## config.mk

```make
export PLATFORM = sky130hd
export DESIGN_NAME = xpose_wl_chain
export DESIGN_NICKNAME = d
export VERILOG_FILES = /design/src/rtl/xpose_pkg.sv /design/src/rtl/xpose_decoder.sv /design/src/rtl/xpose_step.sv /design/src/rtl/xpose_wl_chain.sv
export SDC_FILE = /design/constraint.sdc
export NUM_CORES = 1
export LEC_CHECK = 0
export BUFFER_PORTS_ARGS = -buffer_cell sky130_fd_sc_hd__buf_4
export CAP_MARGIN = 20
export CORE_AREA = 2 2 433 435
export DETAILED_ROUTE_END_ITERATION = 12
export DIE_AREA = 0 0 435 437
export PLACE_DENSITY = 0.51
export SLEW_MARGIN = 20
export SYNTH_ARGS = -nofsm -noshare
export SYNTH_HDL_FRONTEND = slang
export SYNTH_HIERARCHICAL = 1
export SYNTH_SLANG_ARGS = --single-unit
```

## constraint.sdc

```tcl
create_clock -name clk -period 0.8 [get_ports clk]
set_clock_uncertainty 0.15 [all_clocks]
set_input_delay 0.04 -clock clk [delete_from_list [all_inputs] [get_ports clk]]
set_output_delay 0.04 -clock clk [all_outputs]
set_load 0.005 [all_outputs]
```

## src/rtl/xpose_pkg.sv

```systemverilog
package xpose_pkg;
   typedef enum logic {
      DIR_ROW = 1'b0,
      DIR_COL = 1'b1
   } xdir_e;

   function automatic bit is_pow2(input int v);
      return (v > 0) && ((v & (v - 1)) == 0);
   endfunction
endpackage

```

## src/rtl/xpose_decoder.sv

```systemverilog
module xpose_decoder #(
   parameter int N_WL  = 128,
   parameter int N_CSL = 8,
   localparam int AW   = $clog2(N_WL * N_CSL),
   localparam int CW   = $clog2(N_CSL),
   localparam int WW   = AW - CW
) (
   input  logic              en,
   input  logic              dir,
   input  logic [AW-1:0]     addr,
   output logic [N_WL-1:0]   wl,
   output logic [N_CSL-1:0]  csl
);
   import xpose_pkg::*;

   logic [AW-1:0] phys;

   // column access starts from the negated address
   assign phys = (xdir_e'(dir) == DIR_COL) ? (AW'(0) - addr) : addr;

   always_comb begin
      for (int i = 0; i < N_WL; i++)
         wl[i] = en && (phys[AW-1:CW] == WW'(i));
      for (int j = 0; j < N_CSL; j++)
         csl[j] = en && (phys[CW-1:0] == CW'(j));
   end
endmodule

```

## src/rtl/xpose_step.sv

```systemverilog
module xpose_step #(
   parameter int N_WL  = 128,
   parameter int N_CSL = 8
) (
   input  logic              dir,
   input  logic [N_WL-1:0]   wl_in,
   input  logic [N_CSL-1:0]  csl_in,
   output logic [N_WL-1:0]   wl_out,
   output logic [N_CSL-1:0]  csl_out
);
   import xpose_pkg::*;

   logic col;
   logic carry;

   assign col   = (xdir_e'(dir) == DIR_COL);
   assign carry = col && csl_in[N_CSL-1];

   assign csl_out = col   ? {csl_in[N_CSL-2:0], csl_in[N_CSL-1]} : csl_in;
   assign wl_out  = carry ? {wl_in[N_WL-2:0], wl_in[N_WL-1]}     : wl_in;
endmodule

```

## src/rtl/xpose_wl_chain.sv

```systemverilog
module xpose_wl_chain #(
   parameter int N_WL  = 128,
   parameter int N_CSL = 8,
   parameter int N_ARR = 8,
   localparam int AW   = $clog2(N_WL * N_CSL),
   localparam int CW   = $clog2(N_CSL)
) (
   input  logic                     clk,
   input  logic                     rst_n,
   input  logic                     en,
   input  logic                     dir,
   input  logic [AW-1:0]            addr,
   output logic [N_ARR*N_WL-1:0]    wl_sel,
   output logic [N_ARR*N_CSL-1:0]   csl_sel
);
   import xpose_pkg::*;

   generate
      if (!is_pow2(N_WL) || N_WL < 2) begin : g_bad_wl
         $error("N_WL must be a power of two, at least 2");
      end
      if (!is_pow2(N_CSL) || N_CSL < 2) begin : g_bad_csl
         $error("N_CSL must be a power of two, at least 2");
      end
      if (N_ARR < 1) begin : g_bad_arr
         $error("N_ARR must be at least 1");
      end
   endgenerate

   logic [N_WL-1:0]  wl_c  [N_ARR];
   logic [N_CSL-1:0] csl_c [N_ARR];

   xpose_decoder #(.N_WL(N_WL), .N_CSL(N_CSL)) i_dec (
      .en   (en),
      .dir  (dir),
      .addr (addr),
      .wl   (wl_c[0]),
      .csl  (csl_c[0])
   );

   generate
      for (genvar k = 1; k < N_ARR; k++) begin : g_stage
         xpose_step #(.N_WL(N_WL), .N_CSL(N_CSL)) i_step (
            .dir     (dir),
            .wl_in   (wl_c[k-1]),
            .csl_in  (csl_c[k-1]),
            .wl_out  (wl_c[k]),
            .csl_out (csl_c[k])
         );
      end
   endgenerate

   logic [N_ARR-1:0][N_WL-1:0]  wl_q;
   logic [N_ARR-1:0][N_CSL-1:0] csl_q;
   logic                        en_q;
   logic                        dir_q;

   always_ff @(posedge clk or negedge rst_n) begin
      if (!rst_n) begin
         wl_q  <= '0;
         csl_q <= '0;
         en_q  <= 1'b0;
         dir_q <= 1'b0;
      end else begin
         for (int k = 0; k < N_ARR; k++) begin
            wl_q[k]  <= wl_c[k];
            csl_q[k] <= csl_c[k];
         end
         en_q  <= en;
         dir_q <= dir;
      end
   end

   assign wl_sel  = wl_q;
   assign csl_sel = csl_q;


   row_csl_latency_chk: assert property (@(posedge clk) disable iff (!rst_n)
      (en && !dir) |=> csl_q[0][$past(addr[CW-1:0])]);

   generate
      for (genvar k = 0; k < N_ARR; k++) begin : g_chk

         onehot_sel_chk: assert property (@(posedge clk) disable iff (!rst_n)
            en_q |-> ($countones(wl_q[k]) == 1 && $countones(csl_q[k]) == 1));

         idle_zero_chk: assert property (@(posedge clk) disable iff (!rst_n)
            !en_q |-> (wl_q[k] == '0 && csl_q[k] == '0));
         if (k > 0) begin : g_link

            row_same_chk: assert property (@(posedge clk) disable iff (!rst_n)
               (en_q && !dir_q) |-> (wl_q[k] == wl_q[0] && csl_q[k] == csl_q[0]));

            wl_hold_chk: assert property (@(posedge clk) disable iff (!rst_n)
               (en_q && dir_q && !csl_q[k-1][N_CSL-1]) |-> wl_q[k] == wl_q[k-1]);

            csl_zero_after_top_chk: assert property (@(posedge clk) disable iff (!rst_n)
               (en_q && dir_q && csl_q[k-1][N_CSL-1]) |-> csl_q[k][0]);
         end
      end
   endgenerate
endmodule

```

==> key figures <==
Outcome
  – Run status: finished, violations left
  – Violated checks: hold timing, setup timing

Global routing
  – Number of global-route vias before repair: 31268
  – Total congestion overflow after global routing: 0
  – Maximum number of pins on one net before global-route repair: 63
  – Global-route wire length before repair: 270000 um
  – Antenna violations before repair: 10
  – GRT Total Usage: 20.4%

Drt
  – Per-cell routed wire length: 29.1 um
  – TritonRoute pass-1 iters: 5
  – DRC violation total after the first TritonRoute iteration: 1665
  – Average vias per placed instance: 4.16
  – Final wirelength: 206000 um
  – Final routed DRC violation total: 0
  – Antenna violation net count after detailed routing: 0
  – Vias after detailed routing: 29509

Critical path
  – CP dominant cell by count: mux2_4
  – Worst Setup SP: addr[1]
  – Critical path arrival: 4.13 ns
  – CP max FO: 5
  – Setup Crit Path Kind: input pin to flip-flop
  – Startpoint class of the critical path: input pin
  – Critical Path, Cell by Cell: buf_12 > buf_6 > inv_4 > ha_4 > or4b_4 > o21ai_4 > a21oi_2 > o211ai_1 > clkbuf_16 > buf_12 > nor2_4 > mux2_4 > mux2_4 > mux2_4 > mux2_4 > mux2_4 > mux2_4 > mux2_4
  – Nature of the critical path endpoint: flip-flop
  – Crit-path slowest cell: or4b_4
  – Data required time at the worst endpoint: 1.30 ns
  – Maximum single-stage delay on the critical path: 0.54 ns

Die
  – Core footprint: 0.185 mm^2
  – Starting utilization of the core area: 23.5%
  – Total die area: 0.190 mm^2
  – Die extent in x: 435 um
  – Placement Rows: 158
  – DIE HEIGHT: 437 um
  – IO Count: 1102

Timing
  – Worst rel slew slack: 41.8%
  – Max-slew violation count: 0
  – Worst slew pin tran: 0.873 ns
  – Unrepaired setup endpoints after global routing: yes
  – Setup slack of the critical path after layout: -2.83 ns
  – Final Setup Violations: 2310
  – Min Tclk post-route: 3.63 ns
  – Final number of hold-violating endpoints: 985
  – Worst hold margin: -0.746 ns
  – Peak clock frequency supported by timing: 276 MHz
  – Period Utilization, post-route: 454%

Final layout
  – Final net count: 4532
  – # fillers: 17568
  – Share of cells above drive strength 1: 72.8%
  – Footprint of the multi-input gates: 0.0173 mm^2
  – Footprint of the flip-flops and latches: 0.0272 mm^2
  – Synth-to-Final Area Change: 62.5%
  – Share of the core filled with cells: 38.2%

Placed design
  – Gpl congestion: 0.861
  – Total of buffers placed on input and output ports: 1101
  – Post-detail-place hpwl: 157000 um

Power and ir drop
  – Pleak: 38.7 nW
  – Largest vdd supply drop: 1780 uV
  – Power Density: 1770 mW/mm^2
  – Power, Total: 125 mW

Synth
  – Library cell occupying the most area in the post-synthesis netlist: dfrtp_1
  – Average size of a mapped cell: 17.6 um^2
  – Share of synthesized flip-flops with an asynchronous set or reset: 100%
  – Syn Inst Count: 2473
  – Synth Cell Area: 0.0435 mm^2
  – Post-synthesis net count: 2490
  – Most common flop cell mapped by yosys: dfrtp_1
  – Simple-Gate Fraction of Synth Area: 2.50%
  – Adder-cell area share of the yosys netlist: 0.0862%
  – Share of synthesized area occupied by flip-flops and latches: 62.6%
  – Synth warnings: 6
  – Area fraction of the dominant cell type after synthesis: 62.6%
  – Leading cell types by count after synthesis: dfrtp_1 (1088), mux2_4 (700), mux2_2 (245)
  – Mux contribution to synthesized area: 30.6%
  – Post-synthesis compound-gate area fraction: 0.960%
  – Number of flops mapped to enable cells by yosys: 0
  – Flops & latches, synth: 1088
  – Largest family of logic cells by synthesized area: multiplexers
  – Cell with the most instances after synthesis: dfrtp_1
  – XOR/XNOR Fraction of Synth Area: 0.348%
  – Area contributors post-synth: dfrtp_1 (63%), mux2_4 (24%), mux2_2 (6.3%), buf_6 (2.5%), nor2_1 (1.1%)
  – Synth unique cells: 54

Job
  – Max-capacitance violation count: 0

Worst hold path
  – Tightest Hold Check Type: input pin to async pin

Clocking
  – Sinks on the clock net: 1088
  – Clock H-tree levels: 3
  – Num CTS Buffers: 120
  – Clock input transition at the sequential cells of the worst setup and hold paths: 0.06 ns
  – CTS root buffer: clkbuf_16
  – CTS tree: done
  – Number of buffers on the longest clock path: 3
per-stage QoR:
stage                TNS, ns  setup WS, ns  instance area [um^2]  instances
finish              -2670.79         -2.83                 70700       7096
global route        -2782.74         -2.83                 70700       7095
CTS                 -2773.84         -2.84                 68000       6962
detailed placement  -3043.66         -4.00                 60000       6524
global placement    -3053.26         -4.00                 60000       6524
floorplan           -2218.75         -3.04                 44000       2473
cell families (layout without fill, tap and decap cells):
kind of cell	count (synthesis)	in the layout
and+or+nand+nor	219	219
DFF	1088	1088
AOI/OAI and AO/OA	58	58
xor gates and xnor gates	13	14
adders and majority gates	3	3
muxes	948	948
other	0	2
buffers and inverters	144	2284
worst max-delay path: cells and delay by family:
family | cells | cell delay (ns)
fa+ha+maj | 1 | 0.15
simple gates | 2 | 0.58
mux | 7 | 2.03
compound gates | 3 | 0.70
buf+inv | 5 | 0.63
what timing repair did:
action | CTS | global route
endpoints found under the hold margin | 1271 | 934
buffers inserted | 201 | 172
gates cloned | 12 | 21
setup endpoints to repair | 2173 | 2335
hold buffers | 34 | 1
pin swaps | 25 | 51
resized for setup | 396 | 360
state kept, by name, summed over array words and instances, names as in the netlist:
name / cells
csl_sel: 64
wl_sel: 1024
how the worst max path moves through the flow:
| stage | slack (ns) | end | depth (start not counted) |
|---|---|---|---|
| 2_1_floorplan | -3.04 | wl_sel[1010] | 14 |
| 3_3_place_gp | -4.00 | wl_sel[929] | 14 |
| 3_5_place_dp | -4.00 | wl_sel[929] | 14 |
| 4_1_cts | -2.84 | wl_sel[928] | 14 |
| 5_1_grt | -2.83 | wl_sel[981] | 18 |
| 6_report | -2.83 | wl_sel[981] | 18 |
layer usage:
metal  vias up  part of all wire [%]  track usage, %
met5         -                0.0063               0
met4         2                   3.6            6.98
met3       244                   4.7            3.99
met2       894                    51            36.2
met1     15661                    41            24.5
li1      12708                     -               -
power by group:
group	internal [mW]	leakage, nW	switching [mW]
Combinational	4.79	21.5	5.45
Sequential	55.5	15.2	0.184
Clock	34.8	2.05	24.3
placed cells by master (no fill, tap or decap), types with 27 or more instances in the layout:
cell type	n
buf_12	117
buf_16	27
buf_4	1616
buf_6	208
buf_8	28
clkbuf_1	28
clkbuf_16	143
dfrtp_1	1088
dlygate4sd3_1	28
mux2_4	926
nor2_4	75
layout make-up:
| class | count | area share, % |
|---|---|---|
| Antenna cell | 2 | 0.00708 |
| Clock buffer | 171 | 4.86 |
| Clock inverter | 50 | 1.12 |
| Inverter | 17 | 0.0973 |
| Multi-Input combinational cell | 1242 | 24.4 |
| Sequential cell | 1088 | 38.5 |
| Tap cell | 2480 | 4.39 |
| Timing Repair Buffer | 2046 | 26.6 |
No activity file was read; power rests on OpenSTA's default activity.
